`src/rtl/rtc_pkg.sv`:
```
package rtc_pkg;

  localparam logic [31:0] KEY_ENGAGE  = 32'h4C4F_434B;
  localparam logic [31:0] KEY_RELEASE = 32'h554E_4C4B;

  typedef enum logic [1:0] {
    SEL_CTRL = 2'd0,
    SEL_PRE  = 2'd1,
    SEL_MAIN = 2'd2,
    SEL_LOCK = 2'd3
  } wsel_e;

  typedef struct packed {
    logic [3:0] div_sel;
    logic       match_mode;
    logic       main_wrap;
    logic       pre_wrap;
    logic       dbg_run;
    logic       enable;
  } ctrl_t;

  function automatic ctrl_t ctrl_unpack(input logic [31:0] w);
    ctrl_t c;
    c.enable     = w[0];
    c.dbg_run    = w[1];
    c.pre_wrap   = w[2];
    c.main_wrap  = w[3];
    c.match_mode = w[4];
    c.div_sel    = w[11:8];
    return c;
  endfunction

endpackage

```
`src/rtl/rtc_regs.sv`:
```
module rtc_regs
  import rtc_pkg::*;
(
  input  logic        clk,
  input  logic        rst_n,
  input  logic        wr_en,
  input  logic [1:0]  wr_sel,
  input  logic [31:0] wr_data,
  output ctrl_t       ctrl,
  output logic        locked,
  output logic        pre_load,
  output logic        main_load,
  output logic        div_clr
);

  wsel_e sel;
  ctrl_t ctrl_new;
  logic  ctrl_wr;
  logic  lock_wr;
  logic  unused_bits;

  assign sel         = wsel_e'(wr_sel);
  assign ctrl_new    = ctrl_unpack(wr_data);
  assign unused_bits = ^{wr_data[31:12], wr_data[7:5]};

  assign ctrl_wr   = wr_en && !locked && (sel == SEL_CTRL);
  assign pre_load  = wr_en && !locked && (sel == SEL_PRE);
  assign main_load = wr_en && !locked && (sel == SEL_MAIN);
  assign lock_wr   = wr_en && (sel == SEL_LOCK);
  assign div_clr   = ctrl_wr && (ctrl_new.div_sel != ctrl.div_sel);

  always_ff @(posedge clk or negedge rst_n) begin
    if (!rst_n) begin
      ctrl   <= '0;
      locked <= 1'b0;
    end else begin
      if (ctrl_wr) ctrl <= ctrl_new;
      if (lock_wr) begin
        if (wr_data == KEY_ENGAGE)       locked <= 1'b1;
        else if (wr_data == KEY_RELEASE) locked <= 1'b0;
      end
    end
  end

  // a locked core keeps its control word
  a_r7_ctrl_frozen: assert property (@(posedge clk) disable iff (!rst_n)
    (locked && !lock_wr) |=> (ctrl == $past(ctrl)));

  // only the two keys move the lock
  a_r7_lock_keys: assert property (@(posedge clk) disable iff (!rst_n)
    (!lock_wr || (wr_data != KEY_ENGAGE && wr_data != KEY_RELEASE))
      |=> (locked == $past(locked)));

endmodule

```
`src/rtl/rtc_presc.sv`:
```
module rtc_presc #(
  parameter int DW = 15,
  localparam int SW = $clog2(DW + 1)
) (
  input  logic          clk,
  input  logic          rst_n,
  input  logic          clr,
  input  logic          run,
  input  logic [SW-1:0] sel,
  output logic          tick
);

  logic [DW-1:0] div_q;
  logic [DW-1:0] term;

  assign term = ~({DW{1'b1}} << sel);
  assign tick = run && (div_q == term);

  always_ff @(posedge clk or negedge rst_n) begin
    if (!rst_n)     div_q <= '0;
    else if (clr)   div_q <= '0;
    else if (tick)  div_q <= '0;
    else if (run)   div_q <= div_q + 1'b1;
  end

  // the divider stays within the selected terminal count
  a_r1_div_in_range: assert property (@(posedge clk) disable iff (!rst_n)
    div_q <= term);

  // a clear request leaves the divider at zero
  a_r11_div_cleared: assert property (@(posedge clk) disable iff (!rst_n)
    clr |=> (div_q == '0));

endmodule

```
`src/rtl/rtc_stage.sv`:
```
module rtc_stage #(
  parameter int W = 32
) (
  input  logic         clk,
  input  logic         rst_n,
  input  logic         load,
  input  logic [W-1:0] load_val,
  input  logic         inc,
  input  logic         wrap_en,
  input  logic [W-1:0] cmp,
  output logic [W-1:0] q,
  output logic         hit
);

  assign hit = (q == cmp);

  always_ff @(posedge clk or negedge rst_n) begin
    if (!rst_n)              q <= '0;
    else if (load)           q <= load_val;
    else if (inc) begin
      if (wrap_en && hit)    q <= '0;
      else                   q <= q + 1'b1;
    end
  end

  // a load beats a simultaneous increment
  a_r9_load_wins: assert property (@(posedge clk) disable iff (!rst_n)
    load |=> (q == $past(load_val)));

  // a wrapping step lands on zero
  a_r5_wrap_zero: assert property (@(posedge clk) disable iff (!rst_n)
    (!load && inc && wrap_en && hit) |=> (q == '0));

endmodule

```
`src/rtl/rtc_core.sv`:
```
module rtc_core
  import rtc_pkg::*;
#(
  parameter int PW = 15,
  parameter int CW = 32,
  localparam int SW = $clog2(PW + 1),
  localparam int HW = CW - PW
) (
  input  logic          clk,
  input  logic          rst_n,
  input  logic          wr_en,
  input  logic [1:0]    wr_sel,
  input  logic [CW-1:0] wr_data,
  input  logic [PW-1:0] match_ref,
  input  logic [CW-1:0] wrap_ref,
  input  logic          dbg_halt,
  output logic [PW-1:0] pre_cnt,
  output logic [CW-1:0] main_cnt,
  output logic [CW-1:0] comb_view,
  output logic          locked
);

  ctrl_t ctrl;
  logic  pre_load, main_load, div_clr_wr;
  logic  run, presc_tick, pre_hit, main_hit, main_step;

  rtc_regs u_regs (
    .clk       (clk),
    .rst_n     (rst_n),
    .wr_en     (wr_en),
    .wr_sel    (wr_sel),
    .wr_data   (wr_data),
    .ctrl      (ctrl),
    .locked    (locked),
    .pre_load  (pre_load),
    .main_load (main_load),
    .div_clr   (div_clr_wr)
  );

  assign run = ctrl.enable && (!dbg_halt || ctrl.dbg_run);

  rtc_presc #(.DW(PW)) u_presc (
    .clk   (clk),
    .rst_n (rst_n),
    .clr   (div_clr_wr || !ctrl.enable),
    .run   (run),
    .sel   (SW'(ctrl.div_sel)),
    .tick  (presc_tick)
  );

  rtc_stage #(.W(PW)) u_pre (
    .clk      (clk),
    .rst_n    (rst_n),
    .load     (pre_load),
    .load_val (wr_data[PW-1:0]),
    .inc      (run),
    .wrap_en  (ctrl.pre_wrap),
    .cmp      (match_ref),
    .q        (pre_cnt),
    .hit      (pre_hit)
  );

  assign main_step = ctrl.match_mode ? (run && pre_hit) : presc_tick;

  rtc_stage #(.W(CW)) u_main (
    .clk      (clk),
    .rst_n    (rst_n),
    .load     (main_load),
    .load_val (wr_data),
    .inc      (main_step),
    .wrap_en  (ctrl.main_wrap),
    .cmp      (wrap_ref),
    .q        (main_cnt),
    .hit      (main_hit)
  );

  assign comb_view = {main_cnt[HW-1:0], pre_cnt};

  // a disabled core holds both counters
  a_r10_disabled_hold: assert property (@(posedge clk) disable iff (!rst_n)
    (!ctrl.enable && !main_load && !pre_load)
      |=> (main_cnt == $past(main_cnt) && pre_cnt == $past(pre_cnt)));

  // a halted core without debug-run freezes
  a_r8_halt_freeze: assert property (@(posedge clk) disable iff (!rst_n)
    (dbg_halt && !ctrl.dbg_run && !main_load && !pre_load)
      |=> (main_cnt == $past(main_cnt) && pre_cnt == $past(pre_cnt)));

  // in match mode the main counter moves only on a pre-counter match
  a_r3_match_only: assert property (@(posedge clk) disable iff (!rst_n)
    (ctrl.match_mode && !(run && pre_cnt == match_ref) && !main_load)
      |=> (main_cnt == $past(main_cnt)));

  // written value appears regardless of counting
  a_r9_main_write: assert property (@(posedge clk) disable iff (!rst_n)
    main_load |=> (main_cnt == $past(wr_data)));

endmodule

```
`config.mk`:
```
export PLATFORM = sky130hd
export DESIGN_NAME = rtc_core
export DESIGN_NICKNAME = d
export VERILOG_FILES = /design/src/rtl/rtc_pkg.sv /design/src/rtl/rtc_regs.sv /design/src/rtl/rtc_presc.sv /design/src/rtl/rtc_stage.sv /design/src/rtl/rtc_core.sv
export SDC_FILE = /design/constraint.sdc
export NUM_CORES = 1
export LEC_CHECK = 0
export CORE_MARGIN = 1.5
export CORE_UTILIZATION = 55
export CTS_CLUSTER_DIAMETER = 50
export CTS_CLUSTER_SIZE = 28
export DETAILED_ROUTE_END_ITERATION = 12
export DONT_BUFFER_PORTS = 1
export PLACE_DENSITY = 0.75
export SLEW_MARGIN = 40
export SYNTH_ARGS = -nofsm -noshare
export SYNTH_HDL_FRONTEND = slang
export SYNTH_SLANG_ARGS = --single-unit
```
`constraint.sdc`:
```
create_clock -name clk -period 5.1 [get_ports clk]
set_input_delay 0.51 -clock clk [delete_from_list [all_inputs] [get_ports clk]]
set_output_delay 0.51 -clock clk [all_outputs]
set_load 0.03 [all_outputs]
```
### Word level (Yosys, flattened, before mapping)

Index checks and enable logic that the tools add are counted.

| storage, ports and cells | value |
|---|---|
| register bits after elaboration | 72 |
| input port bits | 85 |

| operators by class | value |
|---|---|
| add/sub/neg operators | 3 |
| eq/ne operators | 9 |
| shift operators | 1 |
| muxes and demuxes | 12 |
| bitwise operators | 1 |
| reduce and logical (&&, ||, !) cells | 22 |

Operators with widths:

| kind | count |
|---|---|
| 32-bit 2-to-1 mux | 3 |
| 15-bit 2-to-1 mux | 6 |
| 32-bit by 31-bit == test with 1-bit output, second input constant | 2 |
| 32-bit by 1-bit adder with 32-bit output, second input constant | 1 |
| 32-bit == test | 1 |
| 15-bit by 1-bit adder with 15-bit output, second input constant | 2 |
| 15-bit == test | 2 |
| 15-bit NOT | 1 |
| 15-bit by 4-bit << shifter with 15-bit output, first input constant | 1 |
| 1-bit logical AND | 11 |
| 2-bit nonzero test | 3 |
| 2-bit == test, second input constant | 2 |
| 4-bit != test | 1 |
| 1-bit zero test | 3 |
| 1-bit 2-to-1 mux | 3 |
| 3-bit nonzero test | 1 |
| 2-bit by 1-bit == test with 1-bit output, second input constant | 1 |
| 2-bit zero test | 1 |
| 1-bit logical OR | 2 |
| 2-bit AND reduction | 1 |

### Logic depth before layout (Yosys ltp)

Gate-level depths: netlist of run 1.

| logic depth | value |
|---|---|
| word-level depth | 7 |
| gate-level depth with buffers | 11 |

### By module

A second synthesis of run 1 with hierarchy kept.

| unflattened totals | value |
|---|---|
| cells, all modules | 655 |
| area, all modules | 5915.7 sq um |

By module, submodules not included:

| module | instances | cells an instance | area an instance (sq um) | sequential area each (sq um) |
|---|---|---|---|---|
| rtc_stage at u_main | 1 | 291 | 2643.8 | 800.8 |
| rtc_presc | 1 | 149 | 1236.2 | 375.4 |
| rtc_stage at u_pre | 1 | 132 | 1179.9 | 375.4 |
| rtc_regs | 1 | 46 | 580.6 | 250.2 |
| rtc_core | 1 | 37 | 275.3 | 0.0 |

### Worst setup path after synthesis of run 1

No wires, ideal clock.

| path | value |
|---|---|
| kind | flip-flop to flip-flop |
| start | register u_main.q[15] |
| end | register u_main.q[29] |
| library setup time | 0.124 ns |
| arrival time | 2.371 ns |
| setup slack | 2.605 ns |
| cell stages (with the launch flop) | 9 |
| buffers on the path | 1 |
| clock period less this slack | 2.495 ns |
| cell sequence | dfrtp_1 > buf_2 > xor2_1 > nor4_2 > nand4_1 > or4_4 > a41o_1 > a41o_1 > a211o_1 |

| on the way | value |
|---|---|
| longest elaborated chain between the ends | 5 |

Ends and longest elaborated chain:

| what | line | source |
|---|---|---|
| from (decl) | rtc_stage.sv:11 | `output logic [W-1:0] q,` |
| from (signal assigned) | rtc_stage.sv:19 | `else if (load) q <= load_val;` |
| from (signal assigned) | rtc_stage.sv:22 | `else q <= q + 1'b1;` |
| parallel branches: the longest is 2 deep, another holds 32-bit by 1-bit adder with 32-bit output | -- |  |
| 32-bit 2-to-1 mux * | rtc_stage.sv:21 | `if (wrap_en && hit) q <= '0;` |
| 32-bit 2-to-1 mux * | rtc_stage.sv:20 | `else if (inc) begin` |
| 32-bit 2-to-1 mux * | rtc_stage.sv:19 |  |

Every way passes the cells marked *. The select of a mux whose other input is x is not followed.
A chain may end at the register's enable or synchronous reset.

### Worst setup path after layout of run 1

| path | value |
|---|---|
| start | register, netlist name u_regs.ctrl[8] |
| end | register u_main.q[0] |

| on the way | value |
|---|---|
| longest elaborated chain between the ends | 6 |

Ends and longest elaborated chain:

| what | line | source |
|---|---|---|
| 15-bit by 4-bit << shifter with 15-bit output | rtc_presc.sv:16 | `assign term = ~({DW{1'b1}} << sel);` |
| 15-bit NOT | rtc_presc.sv:16 |  |
| 15-bit == test | rtc_presc.sv:17 | `assign tick = run && (div_q == term);` |
| 1-bit logical AND | rtc_presc.sv:17 |  |
| 1-bit 2-to-1 mux | rtc_core.sv:63 | `assign main_step = ctrl.match_mode ? (run && pre_hit) : presc_tick;` |
| 2-bit nonzero test (no source line) | -- |  |

No other way between the ends.

==> results of run 1 <==
-- cell usage in the layout, fill, tap and decap left out, types with 5 or more instances in the layout --
cell       count
nor4b_1        6
nand2b_1       5
and3_1        21
a21oi_1       15
nand3_1       33
nor3_1        18
and2_1         8
mux2_2         6
a32o_1         7
nor4_1        20
a31oi_1        7
or4_1          7
inv_1         16
xor2_1        41
o2bb2ai_1      5
nand2_1       83
o31ai_1       12
buf_4          6
o22ai_1       14
a22oi_1        8
nand4_1       25
clkbuf_8       9
xnor2_1       27
nor2b_1        5
dfrtp_1       72
a22o_1        27
o21ai_0       26
nor2_1        40
-- cell families (layout without fill, tap and decap cells) --
| logic type | Yosys count | after routing |
|---|---|---|
| AND/OR/NAND/NOR | 301 | 301 |
| AO/OA/AOI/OAI | 154 | 154 |
| buffers and inverters | 89 | 39 |
| flip-flops | 72 | 72 |
| XOR/XNOR | 68 | 68 |
| multiplexers | 8 | 8 |
| adder cells (fa/ha/maj) | 3 | 3 |
-- power breakdown --
part	switching [mW]	leakage (nW)	total [mW]	internal, mW
combinational	0.260	1.25	0.486	0.225
sequential	0.580	0.892	1.24	0.659
clock	0.229	0.104	0.505	0.276
-- area by class of cell --
type | instances | area (sq um)
Timing Repair Buffer | 7 | 72.57
Inverter | 16 | 60.06
Clock buffer | 11 | 131.4
Multi-Input combinational cell | 534 | 3465
Sequential cell | 72 | 1802
Clock inverter | 5 | 81.33
Fill cell | 966 | 4449
Tap cell | 136 | 170.2
-- registers in the layout, indices dropped and copies added, names as in the netlist --
| name | count |
|---|---|
| u_pre.q | 15 |
| u_regs.locked | 1 |
| u_regs.ctrl | 9 |
| u_presc.div_q | 15 |
| u_main.q | 32 |
-- per-layer routing --
| metal | global-route usage | vias up |
|---|---|---|
| li1 | - | 2430 |
| met1 | 0.4154 | 2597 |
| met2 | 0.5299 | 356 |
| met3 | 0.1113 | 43 |
| met4 | 0.1272 | 0 |
| met5 | 0 | - |
-- worst max-delay path by stage --
stage                         from      endpoint  slack (ns)  depth (start not counted)
detailed placement      u_pre.q[7]   u_main.q[0]        1.55                          7
CTS                     u_pre.q[7]   u_main.q[0]        1.52                          7
global placement        u_pre.q[7]   u_main.q[0]        1.66                          7
floorplan             u_main.q[15]  u_main.q[29]        2.61                          8
global route        u_regs.ctrl[8]   u_main.q[0]        1.27                          7
finish              u_regs.ctrl[8]   u_main.q[0]        1.48                          7
-- worst max-delay path, stage by stage, from the launching register on --
cell and delay (ns):
dfrtp_1 0.86, nor2b_1 0.10, o21ai_1 0.14, o2111ai_1 0.14, nor4_1 0.41, nand3_1 0.58
nand2_1 0.84, mux2_2 0.41
-- through the flow --
stage / worst slack [ns] / utilization / std cells
after floorplan: 2.605 / - / 695
after global placement: 1.662 / 0.5413 / 764
after detailed placement: 1.549 / 0.5413 / 764
after CTS: 1.520 / 0.5648 / 781
after global routing: 1.266 / 0.5651 / 781
final: 1.481 / 0.5651 / 781
==> reports/qor.yml, run 1 <==
crit_fanout: 23
place.port_buffers: 0
p_per_area_mw_per_mm2: 385.8
fin_setup_tns_ns: 0
dr.max_layer_used: "met4"
clk_pin_slew_ns: 0.09
grt_usage: 0.3318
netlist_area_sq_mm: 0.005773
drt-met1-wl_um: 6962
max_freq_mhz: 276.3
wl_met2_um: 8406
synth_xor_area_frac: 0.1032
yosys_warnings: 0
reg2reg_depth: 7
ioPinCount: 165
post_cts_buffers: 0
grt_pass1_vias: 5359
rsz0062_at_grt: "false"
synth-seq-cells: 72
worst_slew_pin_slew_ns: 0.8700
cts_tree: "yes"
synth_top_family_by_area: "simple AND/OR/NAND/NOR gates"
yosysTopAreaCell: "dfrtp_1"
grt_pass1_wl_um: 28900
synth_top_area_share: 0.3121
finalCriticalPeriod_ns: 3.619
cts.path.max_buffers: 2
remaining_drc_errors: 0
synth_area_leaders: "dfrtp_1, xor2_1, nand2_1"
cts.sink_count: 72
drtAntennaViolNets: 0
final_nets: 728
skew_ns: 0.01349
status: "completed"
synth_edf_count: 0
yosysUniqueCellTypes: 66
wl_um: 18160
drv_cap: 0
synthAdderAreaFrac: 0.006502
firstDrtPassIters: 6
cts_root_buf: "clkbuf_8"
synth.net_count: 783
core_sq_mm: 0.01023
cts.repair.resized: 0
synthSimpleGateAreaFrac: 0.2768
synth_ff_type: "dfrtp_1"
critPathArrivalTime_ns: 3.85
routedWlPerCell_um: 23.25
met3_length_um: 2314
dp_hpwl_um: 13210
required_ns: 5.33
via_per_inst: 6.948
ys_top_cells_by_count: "nand2_1, dfrtp_1, nor2_1, xor2_1, buf_4"
area_growth_pct: 0.1518
r2r-start: "u_regs.ctrl[8]"
cts_inserted_buffers: 9
holdBufCountCts: 1
hp-class: "input pin to async pin"
report.final.hold_viol_count: 0
fin_crit_sh: 0.7097
antenna_found_initial: 0
design_area_sq_mm: 0.005782
worstSetupPathType: "flip-flop to flip-flop"
dieArea_sq_mm: 0.01112
async_flop_share: 1.000
syn_inst: 695
dr_total_vias: 5426
regToRegSetupSlack_ns: 1.48
grt_max_degree: 73
synthMuxAreaShare: 0.01517
avgSynthCellArea_sq_um: 8.307
drv_slew: 0
h-tree-depth: 3
critPathLaunchType: "flip-flop"
p_total_mw: 2.230
ir_drop_mv: 0.2200
setup_viol: 0
gp_congestion: 0.9476
drive_gt1_frac: 0.06202
p_leak_nw: 2.242
initial_core_util: 0.5643
die_h_um: 105.5
placementRows: 37
diodes: 0
ys_seq_area_frac: 0.3121
insertion_delay_ns: 0.35
crit_path_end_kind: "flip-flop"
placed_area_sq_mm: 0.005538
synth.most_common_cell: "nand2_1"
drtIter0Drc: 511
synth_compound_area_frac: 0.1970
r2r_end: "u_main.q[0]"
slew_headroom: 0.4200
hold_slack_ns: 0.01269
overflow: 0
fp.dieW_um: 105.5
(Power assumes the default switching activity.)
==> inputs of run 2 (changes only) <==
PLACE_DENSITY = 0.78   (was 0.75)
clock period = 3 ns   (was 5.1 ns; I/O delays follow)
==> reports/qor.yml, run 2 (synthesis gave the netlist of run 1 again) <==
largest_reg_flops: 32  # unchanged
slew_headroom: 0.5867  # +0.1667
cts.path.max_buffers: 2  # unchanged
intPower_mw: 2.054  # +77%
multi_input_area_sq_mm: 0.003466  # about the same
cts_root_buf: "clkbuf_8"
remaining_drc_errors: 0  # unchanged
grt_usage: 0.3574  # +0.02561
met2_usage: 0.5602  # +0.03035
fp.dieW_um: 105.5  # unchanged
cts.repair.resized: 0  # unchanged
setup_viol: 0  # unchanged
hp-class: "input pin to flip-flop"
report.final.hold_viol_count: 0  # unchanged
fin_setup_tns_ns: 0  # unchanged
gp_congestion: 0.9704  # +2.4%
p_per_area_mw_per_mm2: 637.9  # +65%
status: "completed"
post_cts_buffers: 0  # unchanged
crit_fanout: 18  # -22%
final_nets: 789  # +8.4%
dr_total_vias: 5709  # +5.2%
met1_usage: 0.4400  # +0.02452
worstSetupPathType: "flip-flop to flip-flop"
routedWlPerCell_um: 22.87  # -1.6%
hold_slack_ns: 0.03749  # +0.02480 ns
grt_max_degree: 73  # unchanged
worst_slew_pin_slew_ns: 0.6143  # -0.2557 ns
most-common-layout-cells: "nand2_1, dfrtp_1, buf_4, nor2_1, xor2_1"
finalCriticalPeriod_ns: 2.791  # -0.8283 ns
pre_cts_slack_ns: 0.3080  # -1.241 ns
placementRows: 37  # unchanged
clkPwrFrac: 0.193  # -0.033
firstDrtPassIters: 7  # +1
skew_ns: 0.01466  # +0.001176 ns
mostFrequentLayoutCell: "nand2_1"
swShare: 0.4823  # +0.002849
p_leak_nw: 2.530  # +13%
clk_pin_slew_ns: 0.09  # about the same
wl_um: 19260  # +6.1%
post-place-cells: 824  # +7.9%
grt_pass1_wl_um: 30780  # +6.5%
p_comb_frac: 0.451  # +0.233
crit_path_end_kind: "flip-flop"
placed_area_sq_mm: 0.005988  # +8.1%
seq_area_sq_mm: 0.001802  # unchanged
drtIter0Drc: 534  # +4.5%
grt_pass1_vias: 5677  # +5.9%
die_h_um: 105.5  # unchanged
drive_gt1_frac: 0.1431  # +0.08104
required_ns: 3.25  # -2.08 ns
area_growth_pct: 7.737
ir_drop_mv: 0.4382  # +99%
h-tree-depth: 3  # unchanged
nFillCells: 902  # -6.6%
drv_slew: 0  # unchanged
diodes: 0  # unchanged
pwr-share-seq: 0.356  # -0.200
antenna_found_initial: 0  # unchanged
ioPinCount: 165  # unchanged
dieArea_sq_mm: 0.01112  # unchanged
initial_core_util: 0.5643  # unchanged
fin_crit_sh: 0.9304  # +0.2207
max_freq_mhz: 358.3  # +30%
dp_hpwl_um: 14480  # +9.6%
cts_inserted_buffers: 9  # unchanged
drtAntennaViolNets: 0  # unchanged
p_sw_mw: 1.914  # +79%
via_per_inst: 6.780  # -2.4%
layout.cells.non_filler: 842  # +7.8%
top_register: "u_main.q"
worst_slack_ns: 0.2089  # -1.272 ns
busiest_layer: "met2"
critPathLaunchType: "flip-flop"
cts_tree: "yes"
rsz0062_at_grt: "false"
insertion_delay_ns: 0.37  # +0.02 ns
cts.sink_count: 72  # unchanged
reg_top3: "u_main.q x32, u_pre.q x15, u_presc.div_q x15"
core_sq_mm: 0.01023  # unchanged
drv_cap: 0  # unchanged
place.port_buffers: 0  # unchanged
critPathArrivalTime_ns: 3.04  # -0.81 ns
overflow: 0  # unchanged
use_met3: 0.1224  # +0.01113
design_area_sq_mm: 0.006220  # +7.6%
-- run 2: changes by cell type in the layout (fill, tap and decap cells not counted), sizes merged --
| cell | delta |
|---|---|
| inv | +2 |
| dlygate4sd3 | +1 |
| clkbuf | -1 |
| clkinv | +1 |
| buf | +60 |
| bufinv | -2 |
-- run 2: metrics by stage --
| stage | util | power (mW) |
|---|---|---|
| 5_1_grt | 0.6079 | 4.150 |
| 6_report | 0.6079 | 3.968 |
| 2_1_floorplan | - | 2.803 |
| 3_5_place_dp | 0.5853 | 3.166 |
| 3_3_place_gp | 0.5853 | 3.129 |
| 4_1_cts | 0.6074 | 3.950 |
-- run 2: timing repair --
item / CTS / global route
endpoints found under the hold margin: 72 / 0
hold buffers: 2 / 0
endpoints found under the setup margin: 0 / 0
-- run 2: critical path: stages (launching register included) --
cell and delay (ns):
dfrtp_1 0.61, buf_4 0.27, nor4b_1 0.32, nor3_1 0.15
nor4_1 0.27, and3_1 0.49, buf_4 0.27, o22ai_1 0.10
a22o_1 0.19
-- run 2: path summary, 6_finish.rpt --
check | startpoint | to | slack [ns] | depth (start not counted)
max | u_regs.ctrl[8] | u_main.q[22] | 0.21 | 8
min | wr_data[9] | u_regs.ctrl[6] | 0.04 | 2
max reg2reg | u_regs.ctrl[8] | u_main.q[22] | 0.21 | 8
min reg2reg | u_regs.ctrl[2] | u_regs.ctrl[2] | 0.51 | 1
max in group asynchronous | rst_n | u_pre.q[13] | 2.20 | 2
min in group asynchronous | rst_n | u_presc.div_q[14] | 0.50 | 2
-- run 2: routing by layer --
metal  vias up  wire length (um)
met5         -                 0
met4         0               789
met3        72              2500
met2       402              8700
met1      2679              7269
li1       2556                 -
-- run 2: area by class of cell --
type / instances / area share
inverters: 16 / 0.009656
multi-input cells: 534 / 0.5572
clock buffers: 10 / 0.02213
clock inverters: 6 / 0.008248
flip-flops and latches: 72 / 0.2897
repair buffers: 68 / 0.08570
well taps: 136 / 0.02736
-- run 2: power groups by stage --
| stage | clock, mW | combinational (mW) | sequential, mW |
|---|---|---|---|
| after floorplan | 0 | 1.12 | 1.68 |
| after global placement | 0 | 1.71 | 1.42 |
| after detailed placement | 0 | 1.74 | 1.42 |
| after CTS | 0.768 | 1.78 | 1.41 |
| after global routing | 0.807 | 1.90 | 1.44 |
| final | 0.768 | 1.79 | 1.41 |
==> inputs of run 3 (changes only) <==
GPL_TIMING_DRIVEN = 1   (was unset)
PLACE_DENSITY = 0.8   (was 0.78)
==> reports/qor.yml, run 3 (synthesis gave the netlist of run 1 again) <==
status: "completed"
crit_chain: "and4_1 -> a21oi_1 -> a31oi_1 -> nor3_1 -> and3_1 -> nor2_1 -> buf_4 -> o22ai_1"
wl_um: 19940  # +3.6%
crit_path_end_kind: "flip-flop"
grt_pass1_vias: 5714  # +0.65%
skew_ns: 0.01151  # -0.003154 ns
cts_root_buf: "clkbuf_8"
placementRows: 37  # unchanged
antenna_found_initial: 0  # unchanged
slew_headroom: 0.4431  # -0.1436
grt_max_degree: 73  # unchanged
p_leak_nw: 2.578  # +1.9%
worstSetupPathType: "flip-flop to flip-flop"
dp_hpwl_um: 14970  # +3.4%
dieArea_sq_mm: 0.01112  # unchanged
routedWlPerCell_um: 23.60  # +3.2%
max_freq_mhz: 360.7  # +0.69%
most-common-layout-cells: "nand2_1, dfrtp_1, buf_4, xor2_1, nor2_1"
h-tree-depth: 3  # unchanged
worst_slew_pin_slew_ns: 0.8290  # +0.2147 ns
final_nets: 792  # +0.38%
fin_setup_tns_ns: 0  # unchanged
drtIter0Drc: 545  # +2.1%
initial_core_util: 0.5643  # unchanged
min_path_cells: 2  # unchanged
critPathLaunchType: "flip-flop"
gp_congestion: 1.019  # +5.0%
hp-class: "input pin to flip-flop"
drv_slew: 0  # unchanged
via_per_inst: 6.817  # +0.54%
holdBufCountCts: 2  # unchanged
drv_cap: 0  # unchanged
hold_slack_ns: 0.03974  # +0.002248 ns
crit_path_top_delay_cell: "dfrtp_1"
cts_inserted_buffers: 9  # unchanged
setup_viol: 0  # unchanged
drive_gt1_frac: 0.1467  # +0.003626
report.final.hold_viol_count: 0  # unchanged
top_register: "u_main.q"
required_ns: 3.25  # about the same
cts_tree: "yes"
largest_reg_flops: 32  # unchanged
cts.path.max_buffers: 2  # unchanged
reg2reg_depth: 8  # unchanged
overflow: 0  # unchanged
diodes: 0  # unchanged
rsz0062_at_grt: "false"
firstDrtPassIters: 5  # -2
ioPinCount: 165  # unchanged
remaining_drc_errors: 0  # unchanged
fin_crit_sh: 0.9240  # -0.006353
reg_top3: "u_main.q x32, u_pre.q x15, u_presc.div_q x15"
grt_pass1_wl_um: 31360  # +1.9%
area_growth_pct: 9.211
worst-path-buf-inv: 1  # -1
cp_num_cells: 8  # unchanged
dr_total_vias: 5760  # +0.89%
grt_usage: 0.3664  # +0.009003
drtAntennaViolNets: 0  # unchanged
ir_drop_mv: 0.5314  # +21%
place.port_buffers: 0  # unchanged
core_sq_mm: 0.01023  # unchanged
utilization: 0.6162  # +0.008316
slowest_delay_ns: 0.86  # +0.25 ns
cts.repair.resized: 0  # unchanged
critPathArrivalTime_ns: 3.02  # -0.02 ns
cts.sink_count: 72  # unchanged
finalCriticalPeriod_ns: 2.772  # -0.01906 ns
clk_pin_slew_ns: 0.08  # about the same
p_per_area_mw_per_mm2: 667.9  # +4.7%
insertion_delay_ns: 0.37  # about the same
fp.dieW_um: 105.5  # unchanged
cp_top_family: "simple AND/OR/NAND/NOR gates"
die_h_um: 105.5  # unchanged
post_cts_buffers: 0  # unchanged
crit_fanout: 23  # +5
mostFrequentLayoutCell: "nand2_1"
-- run 3: final cells by class --
class	count	area, sq um
well taps	136	170.2
clock buffers	10	137.6
flip-flops and latches	72	1802
repair buffers	71	555.5
fillers	895	3926
inverters	16	60.06
clock inverters	6	116.4
multi-input cells	534	3463
-- run 3: path summary, 6_finish.rpt --
path / from / endpoint / slack (ns)
max: u_regs.ctrl[8] / u_main.q[26] / 0.23
min: wr_data[11] / u_regs.ctrl[8] / 0.04
max reg2reg: u_regs.ctrl[8] / u_main.q[26] / 0.23
min reg2reg: u_regs.ctrl[2] / u_regs.ctrl[2] / 0.51
max in group asynchronous: rst_n / u_presc.div_q[6] / 2.17
min in group asynchronous: rst_n / u_main.q[4] / 0.54
-- run 3: worst register-to-register path, stage by stage, from the launching register on --
cell and delay (ns):
dfrtp_1 0.86, and4_1 0.29, a21oi_1 0.05, a31oi_1 0.29, nor3_1 0.10, and3_1 0.24
nor2_1 0.50, buf_4 0.24, o22ai_1 0.09
-- run 3: per-layer routing --
| metal | global-route usage | vias up | wire (um) | part of all wire |
|---|---|---|---|---|
| met2 | 0.5901 | 389 | 9196 | 0.46 |
| met5 | 0 | - | 0 | 0 |
| li1 | - | 2556 | - | - |
| met3 | 0.1020 | 56 | 2584 | 0.13 |
| met4 | 0.1605 | 0 | 722 | 0.036 |
| met1 | 0.4597 | 2759 | 7441 | 0.37 |
-- run 3: stage by stage --
step	power (mW)	setup WS, ns	instances	instance area [sq um]
6_report	4.211	0.2279	845	6305
5_1_grt	4.390	0.08610	845	6305
4_1_cts	4.195	0.2828	845	6305
3_5_place_dp	3.188	0.3051	827	6013
3_3_place_gp	3.140	0.3242	827	6011
2_1_floorplan	2.803	0.5053	695	5773
-- run 3: power by group --
group | switching [mW] | leakage (nW) | internal [mW]
registers | 0.272 | 0.892 | 1.14
clock network | 0.407 | 0.127 | 0.579
logic | 1.23 | 1.56 | 0.584
total | 1.91 | 2.58 | 2.30
